## src/rtl/sr_zq_pkg.sv

```systemverilog
package sr_zq_pkg;

   typedef enum logic [3:0] {
      ST_RESET_WAIT,
      ST_INIT_ZQ,
      ST_IDLE,
      ST_SR_ENTER,
      ST_SR_ACTIVE,
      ST_SR_WAKE,
      ST_SR_EXIT_EARLY,
      ST_SR_EXIT_FULL,
      ST_ZQ_BUSY
   } seq_state_t;

   localparam int unsigned FLOOR_NCK = 5;
   localparam int unsigned GUARD_NS  = 10;

   function automatic int unsigned div_up(input int unsigned num, input int unsigned den);
      return (num + den - 1) / den;
   endfunction

   function automatic int unsigned max_of(input int unsigned a, input int unsigned b);
      return (a > b) ? a : b;
   endfunction

   // nanoseconds to whole cycles, rounded up
   function automatic int unsigned ns_cycles(input int unsigned ns, input int unsigned tck_ps);
      return div_up(ns * 1000, tck_ps);
   endfunction

   // wait after clock enable rises (reset exit or self-refresh exit)
   function automatic int unsigned exit_wait(input int unsigned rfc, input int unsigned tck_ps);
      return max_of(FLOOR_NCK, rfc + ns_cycles(GUARD_NS, tck_ps));
   endfunction

   // clock must stay valid this long around entry and exit
   function automatic int unsigned clk_guard(input int unsigned tck_ps);
      return max_of(FLOOR_NCK, ns_cycles(GUARD_NS, tck_ps));
   endfunction

endpackage

```

## src/rtl/sr_zq_timer.sv

```systemverilog
module sr_zq_timer #(
   parameter int unsigned CW = 10
) (
   input  logic          clk,
   input  logic          rst_n,
   input  logic          load,
   input  logic [CW-1:0] load_val,
   output logic          done
);

   logic [CW-1:0] cnt_q;

   always_ff @(posedge clk or negedge rst_n) begin
      if (!rst_n) begin
         cnt_q <= '0;
      end else if (load) begin
         cnt_q <= load_val;
      end else if (cnt_q != '0) begin
         cnt_q <= cnt_q - 1'b1;
      end
   end

   assign done = (cnt_q == '0);

endmodule

```

## src/rtl/sr_zq_req_hold.sv

```systemverilog
// Holds request pulses until taken. A higher index wins; taking one kind
// also drops every held request of a lower index.
module sr_zq_req_hold #(
   parameter int unsigned KINDS = 2
) (
   input  logic             clk,
   input  logic             rst_n,
   input  logic [KINDS-1:0] req,
   input  logic [KINDS-1:0] take,
   output logic [KINDS-1:0] grant
);

   logic [KINDS-1:0] pend_q;
   logic [KINDS:0]   pend_above;
   logic [KINDS:0]   take_above;

   assign pend_above[KINDS] = 1'b0;
   assign take_above[KINDS] = 1'b0;

   for (genvar k = 0; k < KINDS; k++) begin : g_kind
      assign pend_above[k] = pend_above[k+1] | pend_q[k];
      assign take_above[k] = take_above[k+1] | take[k];
      assign grant[k]      = pend_q[k] & ~pend_above[k+1];

      always_ff @(posedge clk or negedge rst_n) begin
         if (!rst_n) begin
            pend_q[k] <= 1'b0;
         end else begin
            pend_q[k] <= (pend_q[k] & ~take_above[k]) | req[k];
         end
      end
   end

endmodule

```

## src/rtl/sr_zq_outdec.sv

```systemverilog
module sr_zq_outdec
   import sr_zq_pkg::*;
(
   input  seq_state_t st,
   input  logic       armed,
   output logic       cke,
   output logic       clk_stop_ok,
   output logic       nodll_ok,
   output logic       all_ok
);

   always_comb begin
      cke         = armed;
      clk_stop_ok = 1'b0;
      nodll_ok    = 1'b0;
      all_ok      = 1'b0;
      case (st)
         ST_SR_ENTER, ST_SR_WAKE: cke = 1'b0;
         ST_SR_ACTIVE: begin
            cke         = 1'b0;
            clk_stop_ok = 1'b1;
         end
         ST_SR_EXIT_FULL: nodll_ok = 1'b1;
         ST_IDLE: begin
            nodll_ok = 1'b1;
            all_ok   = 1'b1;
         end
         default: ;
      endcase
   end

endmodule

```

## src/rtl/sr_zq_seq.sv

```systemverilog
module sr_zq_seq
   import sr_zq_pkg::*;
#(
   parameter int unsigned CLK_PS       = 1250,
   parameter int unsigned REFRESH_CYC  = 208,
   parameter int unsigned CKE_MIN_CYC  = 4,
   parameter int unsigned DLLK_CYC     = 512,
   parameter int unsigned ZQ_INIT_CYC  = 512,
   parameter int unsigned ZQ_LONG_CYC  = 256,
   parameter int unsigned ZQ_SHORT_CYC = 64
) (
   input  logic clk,
   input  logic rst_n,
   input  logic reset_done,
   input  logic sr_enter_req,
   input  logic sr_exit_req,
   input  logic zq_long_req,
   input  logic zq_short_req,
   output logic cke,
   output logic clk_stop_ok,
   output logic nodll_ok,
   output logic all_ok,
   output logic zq_long_cmd,
   output logic zq_short_cmd,
   output logic sre_cmd,
   output logic srx_cmd
);

   localparam int unsigned XPR_CYC    = exit_wait(REFRESH_CYC, CLK_PS);
   localparam int unsigned XS_CYC     = exit_wait(REFRESH_CYC, CLK_PS);
   localparam int unsigned HOLD_CYC   = clk_guard(CLK_PS);
   localparam int unsigned SR_MIN_CYC = max_of(HOLD_CYC, CKE_MIN_CYC + 1);
   localparam int unsigned FULL_CYC   = DLLK_CYC - XS_CYC;
   localparam int unsigned BIG_CYC    = max_of(max_of(max_of(XPR_CYC, ZQ_INIT_CYC),
                                               max_of(ZQ_LONG_CYC, ZQ_SHORT_CYC)),
                                               max_of(SR_MIN_CYC, DLLK_CYC));
   localparam int unsigned CW         = $clog2(BIG_CYC + 1);

   localparam logic [CW-1:0] LD_XPR   = CW'(XPR_CYC - 1);
   localparam logic [CW-1:0] LD_INIT  = CW'(ZQ_INIT_CYC - 1);
   localparam logic [CW-1:0] LD_LONG  = CW'(ZQ_LONG_CYC - 1);
   localparam logic [CW-1:0] LD_SHORT = CW'(ZQ_SHORT_CYC - 1);
   localparam logic [CW-1:0] LD_SRMIN = CW'(SR_MIN_CYC - 1);
   localparam logic [CW-1:0] LD_HOLD  = CW'(HOLD_CYC - 1);
   localparam logic [CW-1:0] LD_XS    = CW'(XS_CYC - 1);
   localparam logic [CW-1:0] LD_FULL  = CW'(FULL_CYC - 1);

   // elaboration-time parameter checks
   if (CLK_PS == 0) begin : g_bad_clk
      $error("sr_zq_seq: CLK_PS must be non-zero");
   end
   if (DLLK_CYC <= XS_CYC) begin : g_bad_dllk
      $error("sr_zq_seq: DLL lock time must exceed the early exit window");
   end
   if (ZQ_INIT_CYC == 0 || ZQ_LONG_CYC == 0 || ZQ_SHORT_CYC == 0) begin : g_bad_zq
      $error("sr_zq_seq: calibration lengths must be non-zero");
   end

   seq_state_t    st_q, st_d;
   logic          armed_q, arm_set;
   logic          t_load, t_done;
   logic [CW-1:0] t_val;
   logic [1:0]    zq_req, zq_take, zq_grant;   // index 1 = long, 0 = short
   logic          c_long, c_short, c_sre, c_srx;

   assign zq_req = {zq_long_req, zq_short_req};

   sr_zq_timer #(.CW(CW)) u_timer (
      .clk      (clk),
      .rst_n    (rst_n),
      .load     (t_load),
      .load_val (t_val),
      .done     (t_done)
   );

   sr_zq_req_hold #(.KINDS(2)) u_hold (
      .clk   (clk),
      .rst_n (rst_n),
      .req   (zq_req),
      .take  (zq_take),
      .grant (zq_grant)
   );

   sr_zq_outdec u_dec (
      .st          (st_q),
      .armed       (armed_q),
      .cke         (cke),
      .clk_stop_ok (clk_stop_ok),
      .nodll_ok    (nodll_ok),
      .all_ok      (all_ok)
   );

   always_comb begin
      st_d    = st_q;
      t_load  = 1'b0;
      t_val   = '0;
      arm_set = 1'b0;
      zq_take = '0;
      c_long  = 1'b0;
      c_short = 1'b0;
      c_sre   = 1'b0;
      c_srx   = 1'b0;
      case (st_q)
         ST_RESET_WAIT: begin
            if (!armed_q) begin
               if (reset_done) begin
                  arm_set = 1'b1;
                  t_load  = 1'b1;
                  t_val   = LD_XPR;
               end
            end else if (t_done) begin
               st_d   = ST_INIT_ZQ;
               t_load = 1'b1;
               t_val  = LD_INIT;
               c_long = 1'b1;
            end
         end
         ST_INIT_ZQ: begin
            if (t_done) st_d = ST_IDLE;
         end
         ST_IDLE: begin
            if (sr_enter_req) begin
               st_d   = ST_SR_ENTER;
               t_load = 1'b1;
               t_val  = LD_SRMIN;
               c_sre  = 1'b1;
            end else if (zq_grant[1]) begin
               st_d       = ST_ZQ_BUSY;
               t_load     = 1'b1;
               t_val      = LD_LONG;
               zq_take[1] = 1'b1;
               c_long     = 1'b1;
            end else if (zq_grant[0]) begin
               st_d       = ST_ZQ_BUSY;
               t_load     = 1'b1;
               t_val      = LD_SHORT;
               zq_take[0] = 1'b1;
               c_short    = 1'b1;
            end
         end
         ST_SR_ENTER: begin
            if (t_done) st_d = ST_SR_ACTIVE;
         end
         ST_SR_ACTIVE: begin
            if (sr_exit_req) begin
               st_d   = ST_SR_WAKE;
               t_load = 1'b1;
               t_val  = LD_HOLD;
            end
         end
         ST_SR_WAKE: begin
            if (t_done) begin
               st_d   = ST_SR_EXIT_EARLY;
               t_load = 1'b1;
               t_val  = LD_XS;
               c_srx  = 1'b1;
            end
         end
         ST_SR_EXIT_EARLY: begin
            if (t_done) begin
               st_d   = ST_SR_EXIT_FULL;
               t_load = 1'b1;
               t_val  = LD_FULL;
            end
         end
         ST_SR_EXIT_FULL: begin
            if (t_done) st_d = ST_IDLE;
         end
         ST_ZQ_BUSY: begin
            if (t_done) st_d = ST_IDLE;
         end
         default: st_d = ST_RESET_WAIT;
      endcase
   end

   always_ff @(posedge clk or negedge rst_n) begin
      if (!rst_n) begin
         st_q         <= ST_RESET_WAIT;
         armed_q      <= 1'b0;
         zq_long_cmd  <= 1'b0;
         zq_short_cmd <= 1'b0;
         sre_cmd      <= 1'b0;
         srx_cmd      <= 1'b0;
      end else begin
         st_q         <= st_d;
         armed_q      <= armed_q | arm_set;
         zq_long_cmd  <= c_long;
         zq_short_cmd <= c_short;
         sre_cmd      <= c_sre;
         srx_cmd      <= c_srx;
      end
   end

endmodule

```

## config.mk

```make
export PLATFORM = sky130hd
export DESIGN_NAME = sr_zq_seq
export DESIGN_NICKNAME = d
export VERILOG_FILES = /design/src/rtl/sr_zq_pkg.sv /design/src/rtl/sr_zq_timer.sv /design/src/rtl/sr_zq_req_hold.sv /design/src/rtl/sr_zq_outdec.sv /design/src/rtl/sr_zq_seq.sv
export SDC_FILE = /design/constraint.sdc
export NUM_CORES = 1
export LEC_CHECK = 0
export BUFFER_PORTS_ARGS = -buffer_cell sky130_fd_sc_hd__clkbuf_2
export CAP_MARGIN = 20
export CORE_MARGIN = 5
export CORE_UTILIZATION = 35
export DETAILED_ROUTE_END_ITERATION = 7
export PLACE_DENSITY = 0.65
export SYNTH_ARGS = -nofsm -noshare
export SYNTH_HDL_FRONTEND = slang
export SYNTH_SLANG_ARGS = --single-unit
```

## constraint.sdc

```tcl
create_clock -name clk -period 2.6 [get_ports clk]
set_clock_uncertainty 0.05 [all_clocks]
set_input_delay 0 -clock clk [delete_from_list [all_inputs] [get_ports clk]]
set_output_delay 0 -clock clk [all_outputs]
set_load 0.01 [all_outputs]
```

==> flow_summary.ini <==
[worst_setup_path]
r2r-start = u_timer.cnt_q[4]$_DFFE_PN0P_
required_ns = 2.80
timing.rr.end = st_q[2]$_DFFE_PN0P_
critPathKind = reg2reg
r2r_cells = 5
critPathMaxFanout = 6
crit_path_start_kind = register
rrSetupSlack_ns = 0.06
end_kind = register
crit_arrival_ns = 2.74

[place]
gp_congestion = 0.795
io_buffers = 14
placed_area_um2 = 1380
dp_hpwl_um = 1950

[clock_tree]
cts_tree = done
clock-sinks = 21
cts.path.max_buffers = 2
cts.clk_slew.worst_paths_ns = 0.13
clkLatencyLatePin_ns = 0.31
cts_buffers = 3
cts_root_buffer = clkbuf_4
htreeDepth = 1

[finish]
fin_nets = 162
top_regs = u_timer.cnt_q x10, st_q x4
fin_area_um2 = 1480
largest_reg_flops = 10
mostFrequentLayoutCell = dfrtp_1
layout_common_cells = dfrtp_1 (21), clkbuf_2 (14), nand2_1 (10), buf_4 (10), nor2_1 (8)
multiInputGateArea_um2 = 663
seq_area_um2 = 526
top_register = u_timer.cnt_q
fill_cells = 353
drive_above_1_share_pct = 23.5
antenna-diode-count = 0
synthToLayoutAreaGrowth_pct = 21.1

[grt]
overflow = 0
grt_max_degree = 22
grtUsageTotal_pct = 11.3
grt_pass1_wl_um = 4550
antenna_found_initial = 0
grt_pass1_vias = 1006

[floorplan]
die_h_um = 69.1
rows = 21
core_um2 = 3360
io-pin-count = 15
die_area_um2 = 4770
die_x_um = 69.1
start_util_pct = 36.3

[timing]
worst_pin_slew_ns = 0.697
fmax_mhz = 394
setup_viol = 0
hold_viol = 0
drv_slew = 0
post-route-period-util_pct = 97.7
hold_ws_ns = 0.125
max_slew_margin_pct = 53.4
min_period_ns = 2.54

[logic_synthesis]
yosysUniqueCellTypes = 43
synthFlopType = dfrtp_1
ys_seq_area_share_pct = 43.0
synth_fp_nets = 135
synth_top_family_by_area = simple AND/OR/NAND/NOR gates
synth-compound-area-share_pct = 17.0
syn_area_per_cell_um2 = 9.62
synthSimpleGateAreaFrac_pct = 27.8
synth_xor_area_share_pct = 4.30
ys_warn_count = 0
syn_area_um2 = 1220
ys_seq_elements = 21
synth_fa_ha_area_share_pct = 1.02
synth_edf_count = 0
synthMuxAreaShare_pct = 3.59
synthArstFlopShare_pct = 100
synthCells = 127

[power_and_ir_drop]
combPwrFrac_pct = 49.4
p_sw_share_pct = 41.5
power.switching_w = 0.000611
pwr_density_cell_nw_per_um2 = 996
clockPowerShare_pct = 11.1
seqPwrFrac_pct = 39.5
power.leakage_nw = 0.655
internal_power_w = 0.000861
peakVddDrop_mv = 0.452

[outcome]
status = completed

[hold_path]
hold_path_class = in2async

[routing]
vias = 1062
drtIter0Drc = 33
routed_wl_um = 2610
ant_nets = 0
drtPass1Iterations = 4
routedWlPerCell_um = 13.1
route.detailed.drc = 0
viasPerCell = 5.34

[run]
cap_violations = 0
-- power by group through the flow --
stage          logic (W)  registers (W)  clock network (W)
4_1_cts         0.000718       0.000576           0.000175
6_report        0.000727       0.000581           0.000164
3_3_place_gp    0.000689       0.000574                  0
2_1_floorplan   0.000588       0.000510                  0
3_5_place_dp    0.000707       0.000582                  0
5_1_grt         0.000820       0.000597           0.000185
-- worst max-delay path, cell delays in order (launching register included) --
cell and delay [ns]:
dfrtp_1 0.45, or4_4 0.57, or4_4 0.54, a211o_1 0.37, or4_1 0.40, nand3_1 0.09
-- per-layer routing --
metal  track usage (%)  vias to the layer above  wire length [um]
met5                 0                        -                 0
met2              19.4                       22              1300
met4              3.25                        0                17
met3              2.91                        2               112
met1              14.0                      519              1180
li1                  -                      519                 -
-- per-stage QoR --
stage	worst slack (ns)	total power, W	utilization [%]	setup TNS (ns)	std cells
CTS	0.0557	0.00147	43.4	0	197
global placement	0.0662	0.00126	41.0	0	188
detailed placement	-0.000659	0.00129	41.0	-0.000659	188
global route	-0.0000131	0.00160	44.0	-0.0000131	199
floorplan	0.00418	0.00110	-	0	127
finish	0.0600	0.00147	44.0	0	199
-- final cells by class --
class | count | area share, %
clock buffer | 4 | 1.78
inverter | 3 | 0.761
multi-input combinational | 96 | 44.8
sequential | 21 | 35.5
tap | 46 | 3.89
timing repair buffer | 29 | 13.2
-- what timing repair did --
| item | CTS | global route |
|---|---|---|
| pin swaps | 0 | 2 |
| setup buffers | 0 | 2 |
| resized for setup | 1 | 3 |
| hold buffers | 5 | 0 |
| endpoints found under the hold margin | 25 | 0 |
| endpoints found under the setup margin | 1 | 4 |
-- cells in the mapped netlist (4+ instances only) --
library cell	count	share of area, %
nand2_1	10	3.1
or4_1	4	2.5
o21ai_0	5	2.0
clkbuf_1	5	1.5
xnor2_1	4	2.9
nor2_1	8	2.5
nor4_1	4	2.0
dfrtp_1	21	43
nor3_1	4	1.6
a21o_1	4	2.5
-- how the worst max path moves through the flow --
stage / from / end
floorplan: u_timer.cnt_q[0]$_DFFE_PN0P_ / st_q[2]$_DFFE_PN0P_
global placement: u_timer.cnt_q[0]$_DFFE_PN0P_ / st_q[2]$_DFFE_PN0P_
detailed placement: u_timer.cnt_q[0]$_DFFE_PN0P_ / st_q[2]$_DFFE_PN0P_
CTS: u_timer.cnt_q[0]$_DFFE_PN0P_ / st_q[2]$_DFFE_PN0P_
global route: u_timer.cnt_q[4]$_DFFE_PN0P_ / st_q[2]$_DFFE_PN0P_
finish: u_timer.cnt_q[4]$_DFFE_PN0P_ / st_q[2]$_DFFE_PN0P_
-- cell families (layout without fill, tap and decap cells) --
logic type,count (synthesis),after routing
DFF,21,21
AOI/OAI and AO/OA,29,29
adders and majority gates,1,1
muxes,4,4
and+or+nand+nor,56,56
buffers and inverters,10,36
xor gates and xnor gates,6,6
(Power assumes the default switching activity.)
